**src/rtl/bsu_pkg.sv**
```systemverilog
package bsu_pkg;

  typedef enum logic [1:0] {
    SZ_16  = 2'd0,
    SZ_32  = 2'd1,
    SZ_64  = 2'd2,
    SZ_64B = 2'd3
  } opSize_e;

  typedef struct packed {
    logic capture;
    logic countMode;
    logic reverse;
    logic keepOld;
  } bsuStrobes_t;

endpackage

```
**src/rtl/bsu_ctrl.sv**
```systemverilog
module bsu_ctrl
  import bsu_pkg::*;
(
  input  logic        clk,
  input  logic        rst,
  input  logic        inValid,
  input  logic        opDir,
  input  logic        repPrefix,
  input  logic        cntSupported,
  input  logic        srcZero,
  output bsuStrobes_t strb,
  output logic        outValid
);

  logic countActive;

  always_comb begin
    countActive    = repPrefix & cntSupported;
    strb.capture   = inValid;
    strb.countMode = countActive;
    strb.reverse   = opDir;
    strb.keepOld   = srcZero & ~countActive;
  end

  always_ff @(posedge clk) begin
    if (rst) outValid <= 1'b0;
    else     outValid <= inValid;
  end


  valid_follows_chk: assert property (@(posedge clk) disable iff (rst)
    inValid |=> outValid);


  valid_drops_chk: assert property (@(posedge clk) disable iff (rst)
    !inValid |=> !outValid);

endmodule

```
**src/rtl/bsu_datapath.sv**
```systemverilog
module bsu_datapath
  import bsu_pkg::*;
#(
  parameter int DATA_W = 64
) (
  input  logic              clk,
  input  logic              rst,
  input  bsuStrobes_t       strb,
  input  logic [1:0]        sizeSel,
  input  logic [DATA_W-1:0] srcVal,
  input  logic [DATA_W-1:0] oldDest,
  input  logic              outValid,
  output logic              srcZero,
  output logic [DATA_W-1:0] result,
  output logic              writeEn,
  output logic              zeroFlag,
  output logic              carryFlag
);

  localparam int IDX_W  = $clog2(DATA_W) + 1;
  localparam int HALF_W = DATA_W / 2;
  localparam int QUAR_W = DATA_W / 4;

  logic [DATA_W-1:0] widthMask;
  logic [DATA_W-1:0] srcMasked;
  logic [IDX_W-1:0]  widthBits;
  logic [IDX_W-1:0]  lowIdx;
  logic [IDX_W-1:0]  highIdx;
  logic [IDX_W-1:0]  countVal;
  logic [DATA_W-1:0] nextResult;
  logic              nextWe;
  logic              nextZf;
  logic              nextCf;

  always_comb begin
    unique case (opSize_e'(sizeSel))
      SZ_16: begin
        widthMask = {{(DATA_W-QUAR_W){1'b0}}, {QUAR_W{1'b1}}};
        widthBits = IDX_W'(QUAR_W);
      end
      SZ_32: begin
        widthMask = {{(DATA_W-HALF_W){1'b0}}, {HALF_W{1'b1}}};
        widthBits = IDX_W'(HALF_W);
      end
      default: begin
        widthMask = {DATA_W{1'b1}};
        widthBits = IDX_W'(DATA_W);
      end
    endcase
    srcMasked = srcVal & widthMask;
    srcZero   = (srcMasked == '0);
  end

  // lowest set bit: the last hit scanning downward wins
  always_comb begin
    lowIdx = '0;
    for (int i = DATA_W - 1; i >= 0; i--) begin
      if (srcMasked[i]) lowIdx = IDX_W'(i);
    end
  end

  // highest set bit: the last hit scanning upward wins
  always_comb begin
    highIdx = '0;
    for (int i = 0; i < DATA_W; i++) begin
      if (srcMasked[i]) highIdx = IDX_W'(i);
    end
  end

  always_comb begin
    if (srcZero)          countVal = widthBits;
    else if (strb.reverse) countVal = widthBits - IDX_W'(1) - highIdx;
    else                  countVal = lowIdx;

    if (strb.countMode) begin
      nextResult = {{(DATA_W-IDX_W){1'b0}}, countVal};
      nextWe     = 1'b1;
      nextZf     = (countVal == '0);
      nextCf     = srcZero;
    end else if (strb.keepOld) begin
      nextResult = oldDest;
      nextWe     = 1'b0;
      nextZf     = 1'b1;
      nextCf     = 1'b0;
    end else begin
      nextResult = {{(DATA_W-IDX_W){1'b0}}, (strb.reverse ? highIdx : lowIdx)};
      nextWe     = 1'b1;
      nextZf     = 1'b0;
      nextCf     = 1'b0;
    end
  end

  always_ff @(posedge clk) begin
    if (rst) begin
      result    <= '0;
      writeEn   <= 1'b0;
      zeroFlag  <= 1'b0;
      carryFlag <= 1'b0;
    end else if (strb.capture) begin
      result    <= nextResult;
      writeEn   <= nextWe;
      zeroFlag  <= nextZf;
      carryFlag <= nextCf;
    end else begin
      writeEn   <= 1'b0;
    end
  end


  hold_result_chk: assert property (@(posedge clk) disable iff (rst)
    !strb.capture |=> $stable(result) && $stable(zeroFlag) && $stable(carryFlag) && !writeEn);


  scan_zero_flags_chk: assert property (@(posedge clk) disable iff (rst)
    (outValid && !writeEn) |-> (zeroFlag && !carryFlag));


  count_zero_flags_chk: assert property (@(posedge clk) disable iff (rst)
    (outValid && carryFlag) |-> (writeEn && !zeroFlag && result != '0));


  we_with_valid_chk: assert property (@(posedge clk) disable iff (rst)
    writeEn |-> outValid);

endmodule

```
**src/rtl/bit_scan_unit.sv**
```systemverilog
module bit_scan_unit
  import bsu_pkg::*;
#(
  parameter int DATA_W = 64
) (
  input  logic              clk,
  input  logic              rst,
  input  logic              inValid,
  input  logic              opDir,
  input  logic [1:0]        sizeSel,
  input  logic              repPrefix,
  input  logic              cntSupported,
  input  logic [DATA_W-1:0] srcVal,
  input  logic [DATA_W-1:0] oldDest,
  output logic              outValid,
  output logic [DATA_W-1:0] result,
  output logic              writeEn,
  output logic              zeroFlag,
  output logic              carryFlag
);

  bsuStrobes_t strb;
  logic        srcZero;

  bsu_ctrl i_ctrl (
    .clk          (clk),
    .rst          (rst),
    .inValid      (inValid),
    .opDir        (opDir),
    .repPrefix    (repPrefix),
    .cntSupported (cntSupported),
    .srcZero      (srcZero),
    .strb         (strb),
    .outValid     (outValid)
  );

  bsu_datapath #(.DATA_W(DATA_W)) i_datapath (
    .clk       (clk),
    .rst       (rst),
    .strb      (strb),
    .sizeSel   (sizeSel),
    .srcVal    (srcVal),
    .oldDest   (oldDest),
    .outValid  (outValid),
    .srcZero   (srcZero),
    .result    (result),
    .writeEn   (writeEn),
    .zeroFlag  (zeroFlag),
    .carryFlag (carryFlag)
  );

endmodule

```
**config.mk**
```make
export PLATFORM = sky130hd
export DESIGN_NAME = bit_scan_unit
export DESIGN_NICKNAME = d
export VERILOG_FILES = /design/src/rtl/bsu_pkg.sv /design/src/rtl/bsu_ctrl.sv /design/src/rtl/bsu_datapath.sv /design/src/rtl/bit_scan_unit.sv
export SDC_FILE = /design/constraint.sdc
export NUM_CORES = 1
export LEC_CHECK = 0
export BUFFER_PORTS_ARGS = -buffer_cell sky130_fd_sc_hd__buf_2
export CAP_MARGIN = 20
export CORE_ASPECT_RATIO = 1.1
export CORE_UTILIZATION = 47
export CTS_CLUSTER_SIZE = 16
export DETAILED_ROUTE_END_ITERATION = 16
export MAX_ROUTING_LAYER = met4
export PLACE_DENSITY_LB_ADDON = 0.25
export SLEW_MARGIN = 25
export SYNTH_ARGS = -nofsm -noshare
export SYNTH_HDL_FRONTEND = slang
export SYNTH_HIERARCHICAL = 1
export SYNTH_SLANG_ARGS = --single-unit
export TNS_END_PERCENT = 50
```
**constraint.sdc**
```tcl
create_clock -name clk -period 4.4 [get_ports clk]
set_input_delay 0.88 -clock clk [delete_from_list [all_inputs] [get_ports clk]]
set_output_delay 0.88 -clock clk [all_outputs]
set_load 0.05 [all_outputs]
```
* After elaboration in Yosys (flattened, before gate mapping)
Cells that the tools add are included.
** Word-level totals
- Register bits after elaboration :: 68
- Bits of input ports :: 136
- Output and inout port bits :: 68
** Operators by class
- Add/sub/neg operators :: 2
- Equal/unequal tests :: 1
- Mux-type cells :: 139
- Bitwise gates (word level) :: 5
- Reduce and logical (&&, ||, !) cells :: 4
** Operators by type and width (number)
- $mux W6 :: 97
- $mux W64 :: 2
- $pmux W64 S2 :: 1
- $mux W5 :: 16
- $and A64 B64 Y64 :: 1
- $logic_not A64 Y1 :: 1
- $mux W4 :: 8
- $mux W7 :: 2
- $pmux W7 S2 :: 1
- $mux W3 :: 4
- $logic_not A7 Y1 :: 1
- $sub A7 B1 Y7 const B :: 1
- $sub A7 B6 Y7 :: 1
- $mux W1 :: 6
- $mux W2 :: 2
- $and A1 B1 Y1 :: 2
- $eq A2 B1 Y1 const B :: 1
- $logic_not A2 Y1 :: 1
- $not A1 Y1 :: 2
- $reduce_or A2 Y1 :: 1

* Longest topological paths before layout
Gate-level depths: netlist of run 1.
- Depth after elaboration :: 71
- Depth in mapped cells :: 16
- Depth with buffers taken out :: 14

* Hierarchy
Netlist of run 1, hierarchy kept.
** Modules (own cells, without submodules)
- bsu_datapath :: instances 1, cells an instance 546, area each 4294.1 µm²
- bsu_ctrl :: instances 1, cells an instance 7, area each 62.6 µm²

* Worst setup path before layout of run 1
Ideal clock, no wire load.
- Kind :: input to register
- From :: input port sizeSel[1]
- To :: register i_datapath.zeroFlag
- Library setup time :: 116 ps
- Arrival time :: 3215 ps
- Data required time :: 4284 ps
- Path slack :: 1069 ps
- Stages :: 15
- Cell sequence :: buf_4 > or2_1 > inv_2 > buf_2 > a21oi_1 > nor2_1 > nor2_1 > nor2_1 > ha_1 > fa_1 > or2_2 > o22ai_1 > nand2b_1 > nor4_1 > a31o_1
** On the way
- Word-level cells in the longest chain between the ends :: 71
** Ends and longest elaborated chain
- start: declaration :: RTL line bit_scan_unit.sv:10 : input logic [1:0] sizeSel,
- $eq A2 B1 Y1 or $logic_not A2 Y1 (tied branches) :: RTL line bsu_datapath.sv:36 : unique case (opSize_e'(sizeSel))
- $pmux W64 S2 :: RTL line bsu_datapath.sv:36
- $and A64 B64 Y64 :: RTL line bsu_datapath.sv:50 : srcMasked = srcVal & widthMask;
- $mux W6 (64 in a row) :: RTL line bsu_datapath.sv:58 : if (srcMasked[i]) lowIdx = IDX_W'(i);
- $mux W7 :: RTL line bsu_datapath.sv:72 : else if (strb.reverse) countVal = widthBits - IDX_W'(1) - highIdx;
- $mux W7 :: RTL line bsu_datapath.sv:71 : if (srcZero) countVal = widthBits;
- $logic_not A7 Y1 :: RTL line bsu_datapath.sv:78 : nextZf = (countVal == '0);
- $mux W1 * :: RTL line bsu_datapath.sv:75 : if (strb.countMode) begin
- end signal: assignment :: RTL line bsu_datapath.sv:102 : zeroFlag <= nextZf;
- end: declaration :: RTL line bsu_datapath.sv:16 : output logic zeroFlag,
Every way passes the cells marked *; elsewhere a longest branch is shown, timed or not.
A chain may end at the register's enable or synchronous reset.

==> metrics.txt, run 1 <==
status=finished clean; Critical path buffers and inverters=3; WP data arrival=3760 ps; Setup TNS Final=0 ps; CP Max Fanout=28; Fin. Hold Viols=0; top cells by area, synth=dfxtp_1, a22oi_1, nor2_1; fin cells=861; sequential cell area fraction in the yosys report=31.2%; post-synth cell types=68; Ports=204; clk_skew=0 ps; Die Span Y=103 µm; main combinational cell family by area after synthesis=compound AO/OA/AOI/OAI gates; Critical path origin=srcVal[56]; Static Leak=2.52 nW; syn_nets=691; DPL Wire Length=10400 µm; Tot GR Track Use=27.9%; Skew-Pair Late Insertion Delay=340 ps; share of layout cells above drive strength 1=33.7%; pin count of the biggest net entering global routing=68; Via Count=5074; mux share of post-synthesis cell area=0.919%; Synth Area in Simple Gates=22.5%; nets@finish=880; critical hold path startpoint=i_datapath/result[5]; CP cell instances=buf_2 -> o41ai_1 -> nand4_2 -> nor4_4 -> a21boi_1 -> buf_4 -> nand2b_1 -> nor2_4 -> buf_4 -> a22oi_1 -> nor2_1; Layout area overhead=30.2%; hold_buf cts=0; family with the most delay on the worst path=simple AND/OR/NAND/NOR gates; top cell type's share of synthesized area=31.2%; # clock sinks=68; initial antenna violation count=0; Yosys Warn Count=6; Req. time, crit path=4670 ps; CP dominant cell by count=buf_4; gr ovfl total=0; Max-slew headroom=54.2%; Core Footprint=0.00892 mm²; cell count after synthesis=553; startpoint types=primary input; vias per std cell=5.89; worst reg2reg path startpoint=i_datapath/zeroFlag; port bufs=203; synthesized flop and latch total=68; Initial Util=48.8%; Rows=36; Post-DP Area=0.00544 mm²; final WL=13500 µm; CTS buffer count=9; Finish-stage setup viols=0; post-route cell area=0.00567 mm²; vias in the first global route=4434; Clock Pin Slew Worst Setup and Hold Paths=70 ps; PostCTS Resize Cnt=0; Post-Synth Adder-Cell Area=0.747%; drt wl/cell=15.7 µm; Final GP Congestion=0.942; antenna fix cells=0; Worst IR Drop VDD=0.220 mV; Initial DRT Pass Iterations=4; min Tclk post-route=3490 ps; area leader, netlist=dfxtp_1; Detail Route Antenna Nets=0; EDFF count, synth=0; Bufs on Longest Clock Path=2; Worst path slowest cell=o41ai_1; Setup CP Type=primary input to flop; Post-Synth XOR/XNOR Area=0%; top-count cell post-synth=nor2_1; syn_area_per_cell=7.88 µm²; DRC=0; CP endpoint kind=flop; first-pass GRT wire length=20800 µm; placed insts=845; TritonCTS clock tree=done; top cells by count, synth=nor2_1, dfxtp_1, a22oi_1, a21oi_1, clkbuf_1; Synth Cell Area=0.00436 mm²; setup bufs post-CTS=0; Tcrit/Tclk final=79.2%; Die W=93.8 µm; compound-gate portion of the synthesized area=38.7%; ys flop type=dfxtp_1; H-tree level count=3; Slew Limit Fails=0; Max-Cap Viols=0; 1st-iter DRT viols=320; RSZ-0062 raised after global routing=no; die area=0.00966 mm²; share of flip-flops with an asynchronous set or reset=0%; root buffer cell=clkbuf_8; largest stage delay on the critical path=600 ps; fmax=287 MHz; worst hold path class=flop to flop; Worst Max-Slew Pin Slew=687 ps; PwrDens=265 mW/mm²
## final timing paths
check / to / slack (ps) / cells after the start
hold / removal: i_datapath/result[5] / 460 / 2
hold reg to reg: i_datapath/result[5] / 460 / 2
setup / recovery: i_datapath/result[36] / 910 / 11
setup reg to reg: i_datapath/zeroFlag / 3570 / 3
## state kept, by name, summed over array words and instances, names as in the netlist
register,flops
i_datapath/result,64
i_ctrl/outValid,1
i_datapath/carryFlag,1
i_datapath/writeEn,1
i_datapath/zeroFlag,1
## cells by family (layout without fill, tap and decap cells)
logic type	after synthesis	in the layout
and+or+nand+nor	198	198
AOI/OAI and AO/OA	220	220
muxes	4	4
buffers and inverters	61	255
DFF	68	68
adders and majority gates	2	2
## routing by layer
layer	up-vias	global-route usage, %	part of all wire [%]
met5	-	-	0
met3	28	4.79	6.1
met1	2352	35.6	45
met4	0	11.0	2.3
li1	2489	-	-
met2	205	43.9	47
## worst reg2reg max path, delay by kind of cell (launching register included)
family          cells  cell delay (ps)
compound gates      2              340
flops               1              330
simple gates        1               50
## cell usage in the layout, fill, tap and decap left out, types with 10 or more instances in the layout
cell type    n
buf_2      203
buf_4       10
nor2_1     104
clkbuf_8    11
a22oi_1     59
a21oi_1     34
dfxtp_1     68
nand2b_1    10
inv_1       24
nor3_1      10
o21ai_0     25
nand2_1     17
## per-stage QoR
stage	setup slack [ps]	util [%]	power [mW]	hold slack [ps]
detailed placement	632	61.0	0.922	453
CTS	959	63.6	1.51	463
global placement	755	61.0	0.918	448
floorplan	1070	-	0.790	687
global route	688	63.6	1.57	482
finish	914	63.6	1.50	460
## report_power, final
| part | leakage, nW | internal, mW | switching, mW |
|---|---|---|---|
| Clock | 0.120 | 0.352 | 0.237 |
| Sequential | 0.549 | 0.620 | 0.00212 |
| Combinational | 1.85 | 0.109 | 0.182 |
## area by class of cell
cell class                 instances  area [µm²]
fill                             823        3250
sequential                        68        1360
clock inverter                     5        82.6
timing repair buffer             213        1090
multi-input combinational        424        2750
tap                              114         143
inverter                          26        97.6
clock buffer                      11         151
Note: power is estimated with default switching activity, not from simulation.
==> run 2: changes to the inputs <==
- clock period: 4.4 -> 3.3 ns (I/O delays scaled with it)
==> metrics.txt, run 2 (synthesis results as in run 1) <==
Biggest register=i_datapath/result; Critical path buffers and inverters=1 (-2); Die Span Y=103 µm (unchanged); Static Leak=2.58 nW (+2.4%); commonest non-fill, non-tap cells in the layout=buf_2, nor2_1, dfxtp_1; DRC=0 (unchanged); vias in the first global route=4556 (+2.8%); PwrDens=342 mW/mm² (+29%); pin count of the biggest net entering global routing=45 (-34%); Fin. Hold Viols=0 (unchanged); min Tclk post-route=2930 ps; Worst IR Drop VDD=0.274 mV (+24%); Max-slew headroom=44.6% (-9.6 points); total power=1.97 mW (+31%); first-pass GRT wire length=21400 µm (+2.9%); Bufs on Longest Clock Path=2 (unchanged); family with the most delay on the worst path=compound AO/OA/AOI/OAI gates; Die W=93.8 µm (unchanged); Tot GR Track Use=28.3% (+0.45 points); Post-DP Area=0.00556 mm² (+2.2%); CP Max Fanout=5 (-82%); PostCTS Resize Cnt=0 (unchanged); Core Footprint=0.00892 mm² (unchanged); 1st-iter DRT viols=289 (-9.7%); final WL=13600 µm (+0.94%); Initial Util=48.8% (unchanged); drt wl/cell=15.6 µm (-0.67%); Worst path slowest cell=o41ai_2; TritonCTS clock tree=done; post-route cell area=0.00577 mm² (+1.8%); Setup CP Type=primary input to flop; CP endpoint kind=flop; DPL Wire Length=10600 µm (+2.1%); root buffer cell=clkbuf_8; startpoint types=primary input; fmax=341 MHz; setup bufs post-CTS=0 (unchanged); CP cell instances=buf_2 -> o41ai_2 -> nand4_2 -> nor2_1 -> nor2_1 -> ha_1 -> fa_1 -> or2_2 -> o22ai_1 -> nand2b_1 -> nor4_1 -> a31o_1; Rows=36 (unchanged); largest stage delay on the critical path=480 ps (-120 ps); clk_skew=0 ps (unchanged); Skew-Pair Late Insertion Delay=330 ps (about the same); Req. time, crit path=3520 ps (-1150 ps); Setup TNS Final=0 ps (unchanged); WP data arrival=3150 ps (-610 ps); CP dominant cell by count=nor2_1; die area=0.00966 mm² (unchanged); Clock Pin Slew Worst Setup and Hold Paths=70 ps (about the same); most common cell after layout, fill and taps aside=buf_2; H-tree level count=3 (unchanged); vias per std cell=5.94 (+0.82%); Tcrit/Tclk final=88.8%; Ports=204 (unchanged); gr ovfl total=0 (unchanged); Layout area overhead=32.5%; port bufs=203 (unchanged); CTS buffer count=9 (unchanged); Detail Route Antenna Nets=0 (unchanged); worst hold path class=flop to flop; Max-Cap Viols=0 (unchanged); Final GP Congestion=0.896 (-4.9%); Finish-stage setup viols=0 (unchanged); antenna fix cells=0 (unchanged); Via Count=5199 (+2.5%); # clock sinks=68 (unchanged); nets@finish=894 (+1.6%); max reg flops=64 (unchanged); initial antenna violation count=0 (unchanged); hold_buf cts=0 (unchanged); Slew Limit Fails=0 (unchanged); share of layout cells above drive strength 1=34.7% (+0.96 points); Worst Max-Slew Pin Slew=821 ps (+133 ps); Initial DRT Pass Iterations=7 (+3); RSZ-0062 raised after global routing=no; status=finished clean
[run 2: per-stage QoR]
| step | utilization, % | std cells | hold slack (ps) | setup WS [ps] |
|---|---|---|---|---|
| final | 64.7 | 875 | 457 | 371 |
| after global routing | 64.7 | 875 | 487 | 152 |
| after detailed placement | 62.3 | 859 | 450 | 77.5 |
| after global placement | 62.3 | 859 | 451 | 156 |
| after CTS | 64.7 | 875 | 460 | 425 |
| after floorplan | - | 553 | 687 | 189 |
[run 2: report_power, final]
part	switching [mW]	internal (mW)	leakage (nW)
logic	0.247	0.155	1.92
clock network	0.296	0.446	0.107
registers	0.00272	0.827	0.549
[run 2: layout make-up]
cell class / count / area (µm²)
fillers: 794 / 3140
clock inverters: 4 / 72.6
well taps: 114 / 143
flip-flops and latches: 68 / 1360
clock buffers: 12 / 145
multi-input cells: 424 / 2750
inverters: 26 / 97.6
repair buffers: 227 / 1210
[run 2: tightest hold or removal path, cell delays in order (launching register included)]
cell     delay [ps]
dfxtp_1         310
nand2_1          60
a21oi_2          40
[run 2: routing by layer]
metal | vias to the layer above | part of all wire [%] | global-route usage (%)
met5 | - | 0 | -
met4 | 0 | 1.1 | 7.22
met3 | 14 | 6.6 | 5.97
met2 | 219 | 48 | 44.5
met1 | 2451 | 44 | 37.1
li1 | 2515 | - | -
[run 2: worst paths after layout]
path / startpoint / endpoint / cells past startpoint / slack [ps]
hold reg to reg: i_datapath/result[5] / i_datapath/result[5] / 2 / 460
hold / removal: i_datapath/result[5] / i_datapath/result[5] / 2 / 460
setup reg to reg: i_datapath/result[0] / i_datapath/result[0] / 3 / 2450
setup / recovery: srcVal[36] / i_datapath/zeroFlag / 12 / 370
==> run 3: changes to the inputs <==
- CORE_UTILIZATION: 47 -> 25
==> metrics.txt, run 3 (synthesis results as in run 1) <==
status=finished clean; startpoint types=primary input; Via Count=5029 (-3.3%); setup bufs post-CTS=0 (unchanged); fin cells=1010 (+15%); root buffer cell=clkbuf_16; commonest non-fill, non-tap cells in the layout=buf_2, nor2_1, dfxtp_1; flop2flop setup slack=2450 ps (about the same); Hold WS=464 ps (+6.89 ps); die area=0.0180 mm² (+86%); clk_skew=0 ps (unchanged); Worst IR Drop VDD=0.292 mV (+6.7%); Max-slew headroom=49.4% (+4.8 points); Slew Limit Fails=0 (unchanged); Initial Util=25.6% (-23 points); Tcrit/Tclk final=86.1% (-2.7 points); Reg area=0.00136 mm² (unchanged); Tot GR Track Use=17.6% (-11 points); fmax=352 MHz (+3.1%); WP data arrival=3050 ps (-100 ps); Static Leak=2.67 nW (+3.5%); CP Max Fanout=5 (unchanged); Die W=128 µm (+36%); TritonCTS clock tree=done; Setup CP Type=primary input to flop; pin count of the biggest net entering global routing=53 (+18%); Core Footprint=0.0170 mm² (+91%); port bufs=203 (unchanged); hold_buf cts=0 (unchanged); Ports=204 (unchanged); placed insts=991 (+15%); PostCTS Resize Cnt=0 (unchanged); Rows=50 (+39%); vias in the first global route=4699 (+3.1%); Die Span Y=140 µm (+36%); initial antenna violation count=2 (+2); nets@finish=906 (+1.3%); Biggest register=i_datapath/result; Finish-stage setup viols=0 (unchanged); Final GP Congestion=0.843 (-5.9%); H-tree level count=3 (unchanged); max reg flops=64 (unchanged); post-route cell area=0.00609 mm² (+5.4%); PwrDens=351 mW/mm² (+2.8%); Req. time, crit path=3510 ps (about the same); Max-Cap Viols=0 (unchanged); Fin. Hold Viols=0 (unchanged); Bufs on Longest Clock Path=2 (unchanged); CP endpoint kind=flop; 1st-iter DRT viols=319 (+10%); Layout fillers=1914 (+140%); share of layout cells above drive strength 1=35.6% (+0.88 points); min Tclk post-route=2840 ps (-87.7 ps); DPL Wire Length=12100 µm (+14%); Worst Max-Slew Pin Slew=759 ps (-61.9 ps); depth of the most critical reg-to-reg path=3 (unchanged); worst hold path class=flop to flop; Core Util, Final=35.8% (-29 points); most common cell after layout, fill and taps aside=buf_2; Layout area overhead=39.7%; Clock Pin Slew Worst Setup and Hold Paths=50 ps (-20 ps); # clock sinks=68 (unchanged); Setup TNS Final=0 ps (unchanged); area taken by multi-input logic gates=0.00275 mm² (unchanged); RSZ-0062 raised after global routing=no; gr ovfl total=0 (unchanged); CTS buffer count=9 (unchanged); Initial DRT Pass Iterations=5 (-2); first-pass GRT wire length=24400 µm (+14%); Skew-Pair Late Insertion Delay=320 ps (about the same); Worst R2R End=i_datapath/result[0]; CP Capture Point=i_datapath/zeroFlag; DRC=0 (unchanged); Critical path origin=srcVal[36]; worst reg2reg path startpoint=i_datapath/result[0]; vias per std cell=4.98 (-16%); final WL=15500 µm (+13%); Post-DP Area=0.00580 mm² (+4.3%); Detail Route Antenna Nets=0 (unchanged); drt wl/cell=15.3 µm (-1.7%)
[run 3: cell type report]
| type | count | area share [%] |
|---|---|---|
| clock inverter | 1 | 0.0822 |
| tap | 234 | 4.81 |
| timing repair buffer | 239 | 21.3 |
| sequential | 68 | 22.4 |
| inverter | 26 | 1.60 |
| multi-input combinational | 424 | 45.1 |
| clock buffer | 15 | 4.56 |
| antenna | 3 | 0.123 |
[run 3: metrics by stage]
step	total power [mW]	setup slack (ps)
finish	2.14	458
global route	2.25	212
CTS	2.18	451
detailed placement	1.26	110
global placement	1.27	142
floorplan	1.05	189
[run 3: critical path, cell delays in order]
cell and delay, ps:
buf_2 130, o41ai_2 450, nand4_2 170, nor2_1 130, nor2_1 50, ha_1 210, fa_1 430, or2_2 280
o22ai_1 160, nand2b_1 140, nor4_1 50, a31o_1 200
[run 3: power by group]
part           internal (mW)  switching (mW)
registers              0.829         0.00296
logic                  0.162           0.252
clock network          0.569           0.323
[run 3: how the worst min path moves through the flow]
stage | start | endpoint | slack (ps) | depth (start not counted)
global placement | i_datapath/result[3] | i_datapath/result[3] | 450 | 2
CTS | i_datapath/result[3] | i_datapath/result[3] | 470 | 2
global route | i_datapath/result[3] | i_datapath/result[3] | 510 | 2
detailed placement | i_datapath/result[3] | i_datapath/result[3] | 460 | 2
floorplan | i_datapath/result[5] | i_datapath/result[5] | 690 | 2
finish | i_datapath/result[3] | i_datapath/result[3] | 460 | 2
[run 3: layer usage]
| metal | global-route usage [%] | vias up | wire (µm) |
|---|---|---|---|
| met5 | - | - | 0 |
| met4 | 4.27 | 0 | 153 |
| met3 | 3.48 | 10 | 832 |
| met2 | 27.5 | 146 | 7200 |
| met1 | 23.1 | 2326 | 7270 |
| li1 | - | 2547 | - |
